<file path="src/rtl/spl_pkg.sv">
package spl_pkg;
  localparam logic [7:0] CH_KEYBOARD = 8'h01;
  localparam logic [7:0] CH_MOUSE    = 8'h02;
  localparam logic [7:0] CH_EVENT    = 8'h03;
  localparam logic [7:0] CH_SWITCH   = 8'h04;
  localparam int unsigned PULL_BYTES = 6;

  typedef enum logic [3:0] {
    LS_HOSTOFF  = 4'd0,
    LS_READY    = 4'd1,
    LS_WAIT     = 4'd2,
    LS_SWWAIT   = 4'd3,
    LS_PULLWAIT = 4'd4,
    LS_TX_UP    = 4'd5,
    LS_TX_SW    = 4'd6,
    LS_TX_PULL  = 4'd7,
    LS_TX_RSP   = 4'd8
  } link_state_e;
endpackage

</file>
<file path="src/rtl/spl_sync2.sv">
module spl_sync2 (
  input  logic clk,
  input  logic rst_n,
  input  logic d,
  output logic q
);
  logic meta_q, sync_q;
  always_ff @(posedge clk or negedge rst_n) begin
    if (!rst_n) begin
      meta_q <= 1'b0;
      sync_q <= 1'b0;
    end else begin
      meta_q <= d;
      sync_q <= meta_q;
    end
  end
  assign q = sync_q;
endmodule

</file>
<file path="src/rtl/spl_pair_fifo.sv">
module spl_pair_fifo #(
  parameter int DEPTH = 4,
  parameter int W     = 16
) (
  input  logic         clk,
  input  logic         rst_n,
  input  logic         push,
  input  logic [W-1:0] din,
  input  logic         pop,
  output logic [W-1:0] dout,
  output logic         full,
  output logic         empty
);
  localparam int AW = (DEPTH > 1) ? $clog2(DEPTH) : 1;

  logic [W-1:0] mem [DEPTH];
  logic [AW-1:0] wp_q, rp_q;
  logic [AW:0]   cnt_q;
  logic push_ok, pop_ok;

  assign full    = (cnt_q == (AW+1)'(DEPTH));
  assign empty   = (cnt_q == '0);
  assign push_ok = push && !full;
  assign pop_ok  = pop && !empty;
  assign dout    = mem[rp_q];

  always_ff @(posedge clk) begin
    if (push_ok) mem[wp_q] <= din;
  end

  always_ff @(posedge clk or negedge rst_n) begin
    if (!rst_n) begin
      wp_q  <= '0;
      rp_q  <= '0;
      cnt_q <= '0;
    end else begin
      if (push_ok) wp_q <= (wp_q == AW'(DEPTH-1)) ? '0 : wp_q + 1'b1;
      if (pop_ok)  rp_q <= (rp_q == AW'(DEPTH-1)) ? '0 : rp_q + 1'b1;
      if (push_ok != pop_ok) cnt_q <= push_ok ? cnt_q + 1'b1 : cnt_q - 1'b1;
    end
  end
endmodule

</file>
<file path="src/rtl/spl_byte_engine.sv">
module spl_byte_engine #(
  parameter int HALF_DIV = 4
) (
  input  logic       clk,
  input  logic       rst_n,
  input  logic       start,
  input  logic [7:0] tx_byte,
  input  logic       miso,
  output logic       busy,
  output logic       last,
  output logic [7:0] rx_byte,
  output logic       sclk,
  output logic       mosi
);
  localparam int CW = (HALF_DIV > 1) ? $clog2(HALF_DIV) : 1;

  logic          run_q, sclk_q, rxb_q;
  logic [CW-1:0] div_q;
  logic [2:0]    bit_q;
  logic [7:0]    sh_q;
  logic          tick;

  assign tick    = run_q && (div_q == CW'(HALF_DIV-1));
  assign last    = tick && sclk_q && (bit_q == 3'd7);
  assign rx_byte = {sh_q[6:0], rxb_q};
  assign busy    = run_q;
  assign sclk    = sclk_q;
  assign mosi    = sh_q[7];

  always_ff @(posedge clk or negedge rst_n) begin
    if (!rst_n) begin
      run_q  <= 1'b0;
      sclk_q <= 1'b0;
      rxb_q  <= 1'b0;
      div_q  <= '0;
      bit_q  <= '0;
      sh_q   <= '0;
    end else if (start && !run_q) begin
      run_q  <= 1'b1;
      sh_q   <= tx_byte;
      div_q  <= '0;
      bit_q  <= '0;
      sclk_q <= 1'b0;
    end else if (run_q) begin
      if (tick) begin
        div_q <= '0;
        if (!sclk_q) begin
          sclk_q <= 1'b1;
          rxb_q  <= miso;
        end else begin
          sclk_q <= 1'b0;
          sh_q   <= {sh_q[6:0], rxb_q};
          bit_q  <= bit_q + 1'b1;
          if (bit_q == 3'd7) run_q <= 1'b0;
        end
      end else begin
        div_q <= div_q + 1'b1;
      end
    end
  end
endmodule

</file>
<file path="src/rtl/spi_link_master.sv">
module spi_link_master
  import spl_pkg::*;
#(
  parameter int HALF_DIV    = 4,
  parameter int QDEPTH      = 4,
  parameter int TIMEOUT_CYC = 1000000
) (
  input  logic        clk,
  input  logic        rst_n,
  output logic        sclk,
  output logic        mosi,
  input  logic        miso,
  output logic        cs_n,
  input  logic        ack_in,
  input  logic        cmd_in,
  input  logic        up_valid,
  output logic        up_ready,
  input  logic [7:0]  up_chan,
  input  logic [7:0]  up_data,
  output logic        cmd_valid,
  output logic [7:0]  cmd_code,
  output logic [3:0]  cmd_arglen,
  output logic [3:0]  cmd_rsplen,
  output logic [31:0] cmd_args,
  input  logic        rsp_valid,
  output logic        rsp_ready,
  input  logic [7:0]  rsp_byte
);
  localparam int TW = $clog2(TIMEOUT_CYC + 1);
  localparam int PW = 8 * PULL_BYTES;

  link_state_e st_q, st_d;
  logic ack_s, ack_d_q, cmd_s, ack_rise;
  logic q_full, q_empty, q_pop;
  logic [15:0] q_head;
  logic [7:0] fr_chan_q, fr_data_q;
  logic [3:0] idx_q, frame_len;
  logic [PW-1:0] pull_q;
  logic [TW-1:0] tmo_q;
  logic in_tx, in_wait, tmo_hit, tx_done, byte_avail;
  logic eng_start, eng_busy, eng_last;
  logic [7:0] eng_tx, eng_rx;
  logic cmd_fire, cmd_valid_q;

  spl_sync2 u_ack_sync (.clk(clk), .rst_n(rst_n), .d(ack_in), .q(ack_s));
  spl_sync2 u_cmd_sync (.clk(clk), .rst_n(rst_n), .d(cmd_in), .q(cmd_s));

  spl_pair_fifo #(.DEPTH(QDEPTH), .W(16)) u_queue (
    .clk(clk), .rst_n(rst_n), .push(up_valid), .din({up_chan, up_data}),
    .pop(q_pop), .dout(q_head), .full(q_full), .empty(q_empty));

  spl_byte_engine #(.HALF_DIV(HALF_DIV)) u_engine (
    .clk(clk), .rst_n(rst_n), .start(eng_start), .tx_byte(eng_tx), .miso(miso),
    .busy(eng_busy), .last(eng_last), .rx_byte(eng_rx), .sclk(sclk), .mosi(mosi));

  assign ack_rise   = ack_s && !ack_d_q;
  assign up_ready   = !q_full;
  assign in_tx      = st_q inside {LS_TX_UP, LS_TX_SW, LS_TX_PULL, LS_TX_RSP};
  assign in_wait    = st_q inside {LS_WAIT, LS_SWWAIT, LS_PULLWAIT};
  assign tmo_hit    = in_wait && (tmo_q == TW'(TIMEOUT_CYC - 1));
  assign cs_n       = !in_tx;
  assign cmd_code   = pull_q[PW-1 -: 8];
  assign cmd_arglen = pull_q[PW-9 -: 4];
  assign cmd_rsplen = pull_q[PW-13 -: 4];
  assign cmd_args   = pull_q[31:0];
  assign cmd_valid  = cmd_valid_q;

  // per-frame byte source and length
  always_comb begin
    frame_len  = 4'd2;
    eng_tx     = 8'h00;
    byte_avail = 1'b1;
    unique case (st_q)
      LS_TX_UP:   eng_tx = (idx_q == 4'd0) ? fr_chan_q : fr_data_q;
      LS_TX_SW:   eng_tx = (idx_q == 4'd0) ? CH_SWITCH : 8'h00;
      LS_TX_PULL: frame_len = 4'(PULL_BYTES);
      LS_TX_RSP: begin
        frame_len  = cmd_rsplen;
        eng_tx     = rsp_byte;
        byte_avail = rsp_valid;
      end
      default: ;
    endcase
  end

  assign eng_start = in_tx && !eng_busy && (idx_q < frame_len) && byte_avail;
  assign rsp_ready = eng_start && (st_q == LS_TX_RSP);
  assign tx_done   = in_tx && !eng_busy && (idx_q == frame_len);

  // next-state logic
  always_comb begin
    st_d     = st_q;
    q_pop    = 1'b0;
    cmd_fire = 1'b0;
    unique case (st_q)
      LS_HOSTOFF: if (ack_rise) st_d = LS_READY;
      LS_READY: begin
        if (cmd_s) st_d = LS_TX_SW;
        else if (!q_empty) begin
          st_d  = LS_TX_UP;
          q_pop = 1'b1;
        end
      end
      LS_WAIT: begin
        if (ack_rise) st_d = LS_READY;
        else if (tmo_hit) st_d = ack_s ? LS_READY : LS_HOSTOFF;
      end
      LS_SWWAIT: begin
        if (ack_rise) st_d = LS_TX_PULL;
        else if (tmo_hit) st_d = ack_s ? LS_READY : LS_HOSTOFF;
      end
      LS_PULLWAIT: begin
        if (ack_rise) begin
          cmd_fire = 1'b1;
          st_d = (cmd_rsplen == 4'd0) ? LS_READY : LS_TX_RSP;
        end else if (tmo_hit) st_d = ack_s ? LS_READY : LS_HOSTOFF;
      end
      LS_TX_UP:   if (tx_done) st_d = LS_WAIT;
      LS_TX_SW:   if (tx_done) st_d = LS_SWWAIT;
      LS_TX_PULL: if (tx_done) st_d = LS_PULLWAIT;
      LS_TX_RSP:  if (tx_done) st_d = LS_WAIT;
      default:    st_d = LS_HOSTOFF;
    endcase
  end

  // registers
  always_ff @(posedge clk or negedge rst_n) begin
    if (!rst_n) begin
      st_q        <= LS_HOSTOFF;
      ack_d_q     <= 1'b0;
      idx_q       <= '0;
      fr_chan_q   <= '0;
      fr_data_q   <= '0;
      pull_q      <= '0;
      tmo_q       <= '0;
      cmd_valid_q <= 1'b0;
    end else begin
      st_q        <= st_d;
      ack_d_q     <= ack_s;
      cmd_valid_q <= cmd_fire;
      tmo_q       <= in_wait ? tmo_q + 1'b1 : '0;
      if (!in_tx) idx_q <= '0;
      else if (eng_last) idx_q <= idx_q + 1'b1;
      if (q_pop) begin
        fr_chan_q <= q_head[15:8];
        fr_data_q <= q_head[7:0];
      end
      if (eng_last && (st_q == LS_TX_PULL)) pull_q <= {pull_q[PW-9:0], eng_rx};
    end
  end
endmodule

</file>
<file path="config.mk">
export PLATFORM = sky130hd
export DESIGN_NAME = spi_link_master
export DESIGN_NICKNAME = d
export VERILOG_FILES = /design/src/rtl/spl_pkg.sv /design/src/rtl/spl_sync2.sv /design/src/rtl/spl_pair_fifo.sv /design/src/rtl/spl_byte_engine.sv /design/src/rtl/spi_link_master.sv
export SDC_FILE = /design/constraint.sdc
export NUM_CORES = 1
export LEC_CHECK = 0
export BUFFER_PORTS_ARGS = -buffer_cell sky130_fd_sc_hd__buf_2
export CORE_MARGIN = 1
export CORE_UTILIZATION = 60
export DETAILED_ROUTE_END_ITERATION = 16
export PLACE_DENSITY = 0.87
export SLEW_MARGIN = 20
export SYNTH_ARGS = -nofsm -noshare
export SYNTH_HDL_FRONTEND = slang
export SYNTH_HIERARCHICAL = 1
export SYNTH_SLANG_ARGS = --single-unit
</file>
<file path="constraint.sdc">
create_clock -name clk -period 4.4 [get_ports clk]
set_input_delay 0.22 -clock clk [delete_from_list [all_inputs] [get_ports clk]]
set_output_delay 0.22 -clock clk [all_outputs]
set_load 0.05 [all_outputs]
</file>
Word-level counts from Yosys, hierarchy flattened

Memories as Yosys holds them, arrays and structs flattened. A register that Yosys moved wholly into a read port is not among the register bits.
Cells that the tools add are included.

Add/subtract/negate cells: 8
Order comparisons: 1
Equality and inequality tests: 22
Multiplexer cells: 51
Bitwise gates (word level): 2
Reduce and logical (&&, ||, !) cells: 34

Operators with widths:

| kind                                                 | number |
|---|---|
| 2-to-1 mux 4 bit                                     | 13 |
| 2-to-1 mux 8 bit                                     | 5 |
| case mux 4 bit (8 select lines)                      | 1 |
| case mux 8 bit (3 select lines)                      | 1 |
| adder 20 x 1 -> 20 bit (second input constant)       | 1 |
| equality test 20 bit (second input constant)         | 1 |
| 2-to-1 mux 20 bit                                    | 1 |
| 2-to-1 mux 1 bit                                     | 18 |
| 2-to-1 mux 3 bit                                     | 6 |
| equality test 4 x 3 -> 1 bit (second input constant) | 4 |
| logical AND 1 bit                                    | 14 |
| zero test 4 bit                                      | 3 |
| 2-to-1 mux 2 bit                                     | 5 |
| equality test 4 x 2 -> 1 bit (second input constant) | 2 |
| case mux 4 bit (2 select lines)                      | 1 |
| adder 2 x 1 -> 2 bit (second input constant)         | 3 |
| adder 3 x 1 -> 3 bit (second input constant)         | 2 |
| equality test 2 bit (second input constant)          | 3 |
| equality test 3 bit (second input constant)          | 2 |
| zero test 1 bit                                      | 6 |
| inequality test 2 bit (second input constant)        | 3 |
| nonzero test 2 bit                                   | 3 |
| AND reduction 5 bit                                  | 1 |
| adder 4 x 1 -> 4 bit (second input constant)         | 1 |
| 16 further kinds                                     | 18 |

Flip-flop bits (word level): 105
RAM bits: 64
Input bits: 31
Output and inout port bits: 54
Word-level logic and storage cells: 138
Memories kept: 1

Memory list:

| memory      | depth | bits a word | read ports | clocked after memory_dff | wr ports | line                | source |
|---|---|---|---|---|---|---|---|
| u_queue.mem | 4     | 16          | 1          | 1                        | 1        | spl_pair_fifo.sv:16 | `logic [W-1:0] mem [DEPTH];` |

Depth between registers and ports, before layout

Gate-level depths: netlist (run 1).

Depth after elaboration: 8
Mapped depth: 14
Gate-level depth less buffers: 13

Modules after synthesis

Netlist (run 1), hierarchy kept.

Modules (own cells, without submodules):

| module          | instances | cells each | area an instance (um^2) | seq. area each (um^2) |
|---|---|---|---|---|
| spi_link_master | 1         | 371        | 4345.4                  | 2352.3 |
| spl_pair_fifo   | 1         | 138        | 2841.5                  | 2097.0 |
| spl_byte_engine | 1         | 79         | 752.0                   | 400.4 |
| spl_sync2       | 2         | 2          | 50.0                    | 50.0 |

Worst setup path after synthesis (run 1)

Ideal clock, no wire load.

Path kind: register -> output
Start: register st_q[1]
End: output rsp_ready
Data arrival time: 2741 ps
Required time: 4180 ps
Slack: 1439 ps
Stages on the path, launching flop included: 11
Buffers on the path: 2
Cell sequence: dfrtp_1 clkbuf_1 or2_2 nor2_1 clkbuf_1 a22oi_1 ha_1 o21a_1 o21ai_0 nand2_1 nor2_1

Cells in the longest elaborated chain, start to end: 6
Elaborated cells between the ends (all ways): 12
Classes of those cells: 1 x order compare; 4 x eq/ne; 2 x mux; 5 x reduce/logical

Ends and longest elaborated chain:

| item                                                                         | line                                                                | source |
|---|---|---|
| from (decl)                                                                  | spi_link_master.sv:32                                               | `link_state_e st_q, st_d;` |
| from (signal assigned)                                                       | spi_link_master.sv:138                                              | `st_q <= st_d;` |
| equality test 4 bit, or another cell as far along                            | spi_link_master.sv:58, spi_link_master.sv:73, spi_link_master.sv:87 |  |
| case mux 4 bit (2 select lines) / nonzero test 4 bit (equally long branches) | spi_link_master.sv:73, spi_link_master.sv:58                        |  |
| less-than comparator 4 bit / logical AND 1 bit (equally long branches)       | spi_link_master.sv:86                                               | `assign eng_start = in_tx && !eng_busy && (idx_q < frame_len) && byte_avail;` |
| logical AND 1 bit (2 in a row)                                               | spi_link_master.sv:86                                               |  |
| logical AND 1 bit *                                                          | spi_link_master.sv:87                                               | `assign rsp_ready = eng_start && (st_q == LS_TX_RSP);` |
| to (decl)                                                                    | spi_link_master.sv:26                                               | `output logic rsp_ready,` |

Every way passes the cells marked *; elsewhere a longest branch is shown, timed or not.

Final worst setup path (run 1)

Start: register st_q[1]
End: register u_engine.sh_q[6]

Cells in the longest elaborated chain, start to end: 8
Elaborated cells between the ends (all ways): 18
Classes of those cells: 1 x order compare; 4 x eq/ne; 4 x mux; 9 x reduce/logical

Ends and longest elaborated chain:

| item                                                                         | line                                         | source |
|---|---|---|
| equality test 4 bit, or another cell as far along                            | spi_link_master.sv:58, spi_link_master.sv:73 |  |
| case mux 4 bit (2 select lines) / nonzero test 4 bit (equally long branches) | spi_link_master.sv:73, spi_link_master.sv:58 |  |
| less-than comparator 4 bit / logical AND 1 bit (equally long branches)       | spi_link_master.sv:86                        |  |
| logical AND 1 bit                                                            | spi_link_master.sv:86                        |  |
| logical AND 1 bit *                                                          | spi_link_master.sv:86                        |  |
| named net eng_start                                                          | spi_link_master.sv:41                        | `logic eng_start, eng_busy, eng_last;` |
| logical AND 1 bit *                                                          | spl_byte_engine.sv:38                        | `end else if (start && !run_q) begin` |
| nonzero test 2 bit (no source line)                                          | -                                            |  |
| AND reduction 3 bit (no source line)                                         | -                                            |  |
| to (signal assigned)                                                         | spl_byte_engine.sv:40                        | `sh_q <= tx_byte;` |
| to (signal assigned)                                                         | spl_byte_engine.sv:52                        | `sh_q <= {sh_q[6:0], rxb_q};` |
| to (decl)                                                                    | spl_byte_engine.sv:20                        | `logic [7:0] sh_q;` |

Mark *: on every way through the listed nets, which the timed path passes. The rest lies on a longest branch.
A chain may end at the register's enable or synchronous reset.

==> results of run 1 <==
[timing repair]
item                                    4_1_cts  5_1_grt
hold buffers                                 15        1
resized for setup                             0        0
endpoints found under the setup margin        0        0
buffers inserted                              0        0
hold endpoints to repair                    119        4
[final timing paths]
kind | from | to | slack (ps) | depth (start not counted)
setup / recovery | st_q[1] | u_engine/sh_q[6] | 1140 | 12
min in group asynchronous | rst_n | pull_q[25] | 450 | 2
hold / removal | up_data[3] | u_queue/mem[2][3] | 20 | 1
hold reg to reg | u_cmd_sync/meta_q | u_cmd_sync/q | 360 | 0
setup reg to reg | st_q[1] | u_engine/sh_q[6] | 1140 | 12
max in group asynchronous | rst_n | fr_chan_q[7] | 2770 | 3
[synthesized netlist by cell type (14+ instances only)]
master,number,area [um^2]
o21ai_0,18,90.1
inv_1,15,56.3
dfrtp_1,121,3030
nand2_1,40,150
edfxtp_1,64,1920
nand3_1,20,100
mux4_2,16,360
ha_1,15,188
a21oi_1,27,135
xnor2_1,14,123
nor2_1,55,206
mux2_2,67,754
[kinds of logic after synthesis]
kind of cell / Yosys count
buf+inv: 40
fa+ha+maj: 16
compound gates: 68
xor+xnor: 24
flops: 185
mux: 95
simple gates: 164
[power by group]
part | internal (mW) | leakage [nW] | total [mW] | switching [mW]
sequential | 2.12 | 2.18 | 2.43 | 0.304
combinational | 0.576 | 1.70 | 1.26 | 0.683
clock | 0.843 | 0.288 | 1.48 | 0.636
total | 3.54 | 4.16 | 5.17 | 1.62
[registers in the layout (all words and copies together) (netlist names), 2 cells and up]
register        count
u_engine/bit_q      3
fr_chan_q           8
st_q                4
u_queue/mem        64
idx_q               4
fr_data_q           8
u_queue/wp_q        2
u_queue/cnt_q       3
u_engine/sh_q       8
pull_q             48
tmo_q              20
u_queue/rp_q        2
u_engine/div_q      2
[layer usage]
metal,GRT usage,up-vias,wire (um)
met5,0,-,0
met4,0.115,0,433
met3,0.0470,39,687
met2,0.413,181,8050
met1,0.282,2536,6270
li1,-,2329,-
[critical path, stage by stage, from the launching register on]
cell and delay, ps:
dfrtp_1 490, or2_2 400, nor2_1 130, buf_4 200
a22oi_1 110, ha_1 320, o21a_1 100, o21ai_0 140
nand2_1 80, nor3_1 280, nor2b_1 610, a21oi_1 110
a21oi_1 190
[metrics by stage]
stage | utilization | instance area, um^2 | setup WS, ps
final | 0.728 | 9330 | 1140
after global placement | 0.669 | 8580 | 1360
after floorplan | - | 8040 | 1440
after global routing | 0.728 | 9330 | 832
after detailed placement | 0.669 | 8580 | 1190
after CTS | 0.727 | 9320 | 1180
[area by class of cell]
type                            instances  share of cell area
Sequential cell                       185               0.531
Multi-Input combinational cell        367               0.310
Timing Repair Buffer                  106              0.0673
Clock buffer                           22              0.0511
Tap cell                              172              0.0231
Clock inverter                         10              0.0114
Inverter                               15             0.00603
Antenna cell                            1            0.000268
==> flow_summary.yaml, run 1 <==
run_status:
  status: "finished clean"
synth:
  synth_compound_area_frac: 0.0501
  postSynth.asyncResetShare: 0.654
  yosys.area_share.simple: 0.102
  netlist_area_um2: 8040
  syn_inst: 592
  synth-main-ff-cell: "dfrtp_1"
  synth_xor_area_frac: 0.0261
  synth-adder-area-share: 0.0258
  synth.net_count: 639
  synth-edff-count: 64
  yosys_warnings: 6
  synth_cell_type_count: 61
  synthMuxAreaShare: 0.155
  synth.yosys.seq_area_share: 0.616
  syn_avg_cell_area_um2: 13.6
  ys_seq_elements: 185
  synth_top_family_by_area: "multiplexers"
drt:
  antenna_left: 0
  drt-wirelength-per-cell_um: 17.6
  vias: 5085
  first_pass_iters: 4
  wirelength_um: 15400
  drtIter0Drc: 167
  drc: 0
  via_per_inst: 5.79
sta:
  layout_min_cycle_time_ps: 3260
  finalHoldViolations: 0
  slew_headroom: 0.415
  hold_ws_ps: 17.0
  finalClockSkew_ps: 9.88
  setup_viol: 0
  fmax_ghz: 0.307
  fin_crit_sh: 0.740
  setup_tns_ps: 0
  worst_slew_pin_slew_ps: 877
  final_max_slew_viol_count: 0
  rsz0062_at_grt: "false"
grt:
  grt_antenna_before_repair: 1
  track_usage: 0.237
  overflow: 0
  grt_pass1_vias: 5215
  grt_pass1_wl_um: 25200
  grt_max_degree: 72
floorplanning:
  die_x_um: 118
  start_util: 0.627
  dieArea_um2: 13900
  core-area_um2: 12800
  row_count: 41
  die_y_um: 118
  ioPinCount: 85
min_path:
  hold_class: "in -> reg"
placed_design:
  dp.cells: 829
  gp_congestion: 0.909
  dp_hpwl_um: 10100
  numPortBuffers: 84
finish:
  area_delta_synth_final_pct: 16.1
  multi_input_area_um2: 2900
  instances_no_fill: 878
  layout_common_cells: "dfrtp_1, buf_2, mux2_2"
  fill_cells: 825
  final_common_cell: "dfrtp_1"
  nNetsFinal: 739
  ff_latch_area_um2: 4950
  layout-drive-gt1-share: 0.316
clocking:
  insertion_delay_ps: 430
  tritoncts: "done"
  h-tree-depth: 4
  cts_made_buffers: 17
  path_clk_slew_ps: 60
  cts_root_buf: "clkbuf_16"
  cts_buffer_depth: 2
  clock-sinks: 185
worst_setup_path:
  worstSetupPathType: "reg -> reg"
  cp_max_fo: 13
  cp_data_required_time_ps: 4750
  worstPathArrival_ps: 3610
  cp-end-kind: "register"
  crit_path_start_kind: "register"
run:
  max-cap-violations: 0
pwr:
  p_per_area_nw_per_um2: 554
  p_total_mw: 5.17
  leakage_nw: 4.16
  vdd_drop_max_v: 0.000363
Power figures use the tool's default switching activity.
==> run 2: changes to the inputs <==
CORE_UTILIZATION = 59   (was 60)
PLACE_DENSITY = 0.86   (was 0.87)
clock period = 3.4 ns   (was 4.4 ns; I/O delays follow)
==> run 2 against run 1 <==
Against the previous run:
- sequential power up 27%
- critical path depth down 1
- first-iteration DRC count up 90%
- critical path type unchanged
- largest power group unchanged
- highest routed layer unchanged
==> flow_summary.yaml, run 2 (synthesis results as in run 1) <==
placed_design:
  numPortBuffers: 84
  dp.cells: 835
  dp_hpwl_um: 10500
  dpl_cell_area_um2: 8600
  gp_congestion: 0.963
sta:
  fmax_ghz: 0.322
  slew_headroom: 0.493
  worst_slew_pin_slew_ps: 761
  fin_crit_sh: 0.913
  finalHoldViolations: 0
  finalClockSkew_ps: 11.9
  setup_viol: 0
  rsz0062_at_grt: "false"
  layout_min_cycle_time_ps: 3100
  final_max_slew_viol_count: 0
  setup_tns_ps: 0
clocking:
  h-tree-depth: 4
  clock-sinks: 185
  tritoncts: "done"
  cts_buffer_depth: 2
  cts_setup_buffers: 0
  insertion_delay_ps: 430
  cts_made_buffers: 17
  cts_root_buf: "clkbuf_16"
  path_clk_slew_ps: 60
worst_setup_path:
  ff2ff_path_depth: 11
  crit_path_start_kind: "register"
  worstPathArrival_ps: 3450
  max_stage_delay_ps: 480
  cp_data_required_time_ps: 3740
  cp-end-kind: "register"
  worstSetupPathType: "reg -> reg"
  worstReg2RegEnd: "u_engine/sh_q[5]"
  r2r_start: "st_q[1]"
  crit_top_cell: "a21oi_1"
  worstPathCellList: "or2_2 -> nor2_1 -> a22oi_1 -> ha_1 -> o21a_1 -> o21ai_0 -> nand2_1 -> nor3_1 -> nor2b_2 -> a21oi_1 -> a21oi_1"
  rrSetupSlack_ps: 300
  cp_max_fo: 11
  slowest_stage: "dfrtp_1"
pwr:
  p_total_mw: 6.65
  switching_share: 0.312
  combPwrFrac: 0.256
  pwr-share-clk: 0.281
  leakage_nw: 4.17
  vdd_drop_max_v: 0.000601
  seqPwrFrac: 0.463
  p_per_area_nw_per_um2: 710
  power.switching_mw: 2.07
  internal_power_mw: 4.58
grt:
  track_usage: 0.243
  overflow: 0
  grt_antenna_before_repair: 0
  grt_pass1_wl_um: 26100
  grt_pass1_vias: 5284
  grt_max_degree: 81
finish:
  instances_no_fill: 886
  layout_common_cells: "dfrtp_1, buf_2, mux2_2"
  antenna_cells: 0
  final_cell_area_um2: 9370
  biggestRegsByFlops: "u_queue/mem: 64 flops, pull_q: 48 flops, tmo_q: 20 flops"
  layout-drive-gt1-share: 0.315
  nNetsFinal: 745
  largest_reg_flops: 64
  final_common_cell: "dfrtp_1"
  largest-register: "u_queue/mem"
  area_delta_synth_final_pct: 16.5
floorplanning:
  core-area_um2: 13200
  row_count: 42
  ioPinCount: 85
  die_y_um: 119
  die_x_um: 119
  start_util: 0.607
  dieArea_um2: 14100
drt:
  via_per_inst: 5.76
  vias: 5103
  drtIter0Drc: 317
  drc: 0
  first_pass_iters: 5
  drt-wirelength-per-cell_um: 17.9
  wirelength_um: 15900
  antenna_left: 0
run_status:
  status: "finished clean"
min_path:
  hold_class: "in -> reg"
  whs_path_depth: 5
  min_from: "rsp_byte[6]"
  hold_end: "u_engine/sh_q[6]"
run:
  max-cap-violations: 0
[run 2: cell count changes in the layout (fill, tap and decap cells not counted), moves of 2 or more]
cell / change
clkinvlp_4: +2
clkinvlp_2: +2
inv_8: -2
dlygate4sd3_1: +4
clkinv_2: +2
[run 2: cell type report]
type                       instances  area [um^2]
inverter                          15         56.3
timing repair buffer             112          687
fill                             888         3870
tap                              176          220
clock buffer                      18          429
clock inverter                    13          129
multi-input combinational        367         2900
sequential                       185         4950
[run 2: how the worst max path moves through the flow]
stage            start          endpoint  slack, ps  cells past startpoint
3_3_place_gp   st_q[1]  u_engine/sh_q[7]        450                     11
2_1_floorplan  st_q[1]  u_engine/sh_q[1]        460                     14
6_report       st_q[1]  u_engine/sh_q[5]        300                     11
3_5_place_dp   st_q[1]  u_engine/sh_q[5]        230                     11
4_1_cts        st_q[1]  u_engine/sh_q[5]        180                     11
5_1_grt        st_q[1]  u_engine/sh_q[3]         80                     12
[run 2: per-stage QoR]
step           hold WS [ps]  setup slack [ps]   util
3_3_place_gp            283               453  0.650
4_1_cts                 107               179  0.707
6_report                128               296  0.707
5_1_grt                 150              81.6  0.707
2_1_floorplan          -126               464      -
3_5_place_dp            285               233  0.650
[run 2: timing repair]
| action | 4_1_cts | 5_1_grt |
|---|---|---|
| gates resized for setup | 0 | 1 |
| endpoints found under the hold margin | 145 | 0 |
| hold buffers | 20 | 0 |
| endpoints found under the setup margin | 0 | 8 |
[run 2: metal layers]
layer	part of all wire	track usage
met3	0.047	0.0545
met4	0.018	0.0839
met1	0.40	0.285
met5	0	0
met2	0.53	0.439
[run 2: critical path: cells and delay by family (launching register included)]
| kind | cells | cell delay, ps |
|---|---|---|
| flip-flops | 1 | 480 |
| AO/OA/AOI/OAI | 5 | 740 |
| AND/OR/NAND/NOR | 5 | 1480 |
| adder cells (fa/ha/maj) | 1 | 320 |
[run 2: power groups by stage]
| stage | registers [mW] | clock network, mW | logic (mW) |
|---|---|---|---|
| 3_3_place_gp | 3.08 | 0 | 1.56 |
| 6_report | 3.08 | 1.87 | 1.70 |
| 4_1_cts | 3.08 | 1.90 | 1.69 |
| 2_1_floorplan | 3.02 | 0 | 1.30 |
| 3_5_place_dp | 3.12 | 0 | 1.66 |
| 5_1_grt | 3.13 | 1.98 | 1.84 |
==> run 3: changes to the inputs <==
--- a/config.mk
+++ b/config.mk
@@ -10,4 +10,5 @@
 export CORE_UTILIZATION = 59
 export DETAILED_ROUTE_END_ITERATION = 16
+export HOLD_SLACK_MARGIN = 0.1
 export PLACE_DENSITY = 0.86
 export SLEW_MARGIN = 20
==> constraint.sdc (replaced) <==
create_clock -name clk -period 3.4 [get_ports clk]
set_input_delay 0.17 -clock clk [delete_from_list [all_inputs] [get_ports clk]]
set_output_delay 0.17 -clock clk [all_outputs]
set_load 0.1 [all_outputs]
==> run 3 against run 2 <==
Against the previous run:
- register-to-register slack improved by 90 ps
- core utilization increased by 0.77 points
- critical path depth decreased by 2
- critical path type is now reg -> out
==> flow_summary.yaml, run 3 (synthesis results as in run 1) <==
worst_setup_path:
  crit_path_start_kind: "register"
  cp_data_required_time_ps: 3230
  worstSetupPathType: "reg -> out"
  slowest_stage: "dfrtp_1"
  cp-end-kind: "output port"
  crit_family: "simple AND/OR/NAND/NOR gates"
  worstPathCellList: "or2_2 -> nor2_1 -> a22oi_1 -> ha_1 -> o21a_1 -> o21ai_0 -> nand2_1 -> nor2_2 -> buf_12"
  max_stage_delay_ps: 500
  worstPathArrival_ps: 2860
  cp_max_fo: 12
  crit_buf_inv: 1
sta:
  final_max_slew_viol_count: 0
  fin_crit_sh: 0.891
  slew_headroom: 0.479
  setup_tns_ps: 0
  hold_ws_ps: 118
  setup_viol: 0
  layout_min_cycle_time_ps: 3030
  finalHoldViolations: 0
  finalClockSkew_ps: 6.34
  rsz0062_at_grt: "false"
  worst_slew_pin_slew_ps: 782
  fmax_ghz: 0.330
drt:
  wirelength_um: 15500
  drc: 0
  antenna_left: 0
  first_pass_iters: 5
  drt-wirelength-per-cell_um: 17.5
  drtIter0Drc: 291
  via_per_inst: 5.73
  vias: 5089
finish:
  fill_cells: 871
  final_common_cell: "dfrtp_1"
  layout-drive-gt1-share: 0.319
  antenna_cells: 0
  layout_common_cells: "dfrtp_1, buf_2, mux2_2"
  biggestRegsByFlops: "u_queue/mem: 64 flops, pull_q: 48 flops, tmo_q: 20 flops"
  final_cell_area_um2: 9470
  area_delta_synth_final_pct: 17.8
  largest-register: "u_queue/mem"
  largest_reg_flops: 64
  nNetsFinal: 747
pwr:
  p_per_area_nw_per_um2: 734
  leakage_nw: 4.21
  vdd_drop_max_v: 0.000571
clocking:
  clock-sinks: 185
  cts_resized: 0
  tritoncts: "done"
  cts_buffer_depth: 2
  path_clk_slew_ps: 70
  cts_made_buffers: 17
  h-tree-depth: 4
  hold_buffers: 21
  cts_setup_buffers: 0
  insertion_delay_ps: 440
  cts_root_buf: "clkbuf_16"
floorplanning:
  die_x_um: 119
  die_y_um: 119
  row_count: 42
  dieArea_um2: 14100
  ioPinCount: 85
  core-area_um2: 13200
  start_util: 0.607
placed_design:
  dpl_cell_area_um2: 8630
  dp_hpwl_um: 10300
  numPortBuffers: 84
  gp_congestion: 0.882
grt:
  overflow: 0
  grt_pass1_vias: 5134
  grt_antenna_before_repair: 0
  track_usage: 0.239
  grt_max_degree: 90
  grt_pass1_wl_um: 25400
min_path:
  hold_class: "in -> reg"
run:
  max-cap-violations: 0
run_status:
  status: "finished clean"
run 3: worst min-delay path: stages:
cell     delay [ps]
buf_2            80
nand2_1          40
o21ai_0          70
nor2_1           50
a21oi_1         100
run 3: where the power goes:
group | switching, mW | internal (mW)
sequential | 0.338 | 2.75
combinational | 1.05 | 0.759
clock | 0.831 | 1.23
total | 2.22 | 4.74
run 3: path summary, 6_finish.rpt:
check | startpoint | to | cells after the start | slack (ps)
max in group asynchronous | rst_n | pull_q[39] | 3 | 2240
setup reg to reg | st_q[0] | u_engine/sh_q[5] | 12 | 390
setup / recovery | st_q[0] | rsp_ready | 9 | 370
min in group asynchronous | rst_n | tmo_q[15] | 2 | 350
hold / removal | rsp_byte[3] | u_engine/sh_q[3] | 5 | 120
hold reg to reg | u_cmd_sync/meta_q | u_cmd_sync/q | 0 | 350
run 3: metal layers:
metal	vias to the layer above	share of wire	global-route usage	wire, um
li1	2343	-	-	-
met1	2529	0.42	0.290	6480
met2	183	0.51	0.403	7830
met3	34	0.056	0.0743	874
met4	0	0.020	0.0815	315
met5	-	0	0	0
run 3: final cells by class:
type | instances | area (um^2) | share of cell area
Inverter | 15 | 56.3 | 0.00595
Tap cell | 176 | 220 | 0.0233
Multi-Input combinational cell | 367 | 2900 | 0.306
Clock buffer | 17 | 425 | 0.0449
Sequential cell | 185 | 4950 | 0.523
Timing Repair Buffer | 114 | 719 | 0.0760
Clock inverter | 14 | 198 | 0.0209
run 3: stage by stage:
| stage | setup slack, ps | utilization | cells | power, mW |
|---|---|---|---|---|
| final | 370 | 0.715 | 888 | 6.95 |
| after global routing | 194 | 0.715 | 888 | 7.30 |
| after CTS | 393 | 0.715 | 888 | 6.98 |
| after detailed placement | 432 | 0.652 | 836 | 4.88 |
| after global placement | 627 | 0.652 | 836 | 4.75 |
| after floorplan | 268 | - | 592 | 4.44 |
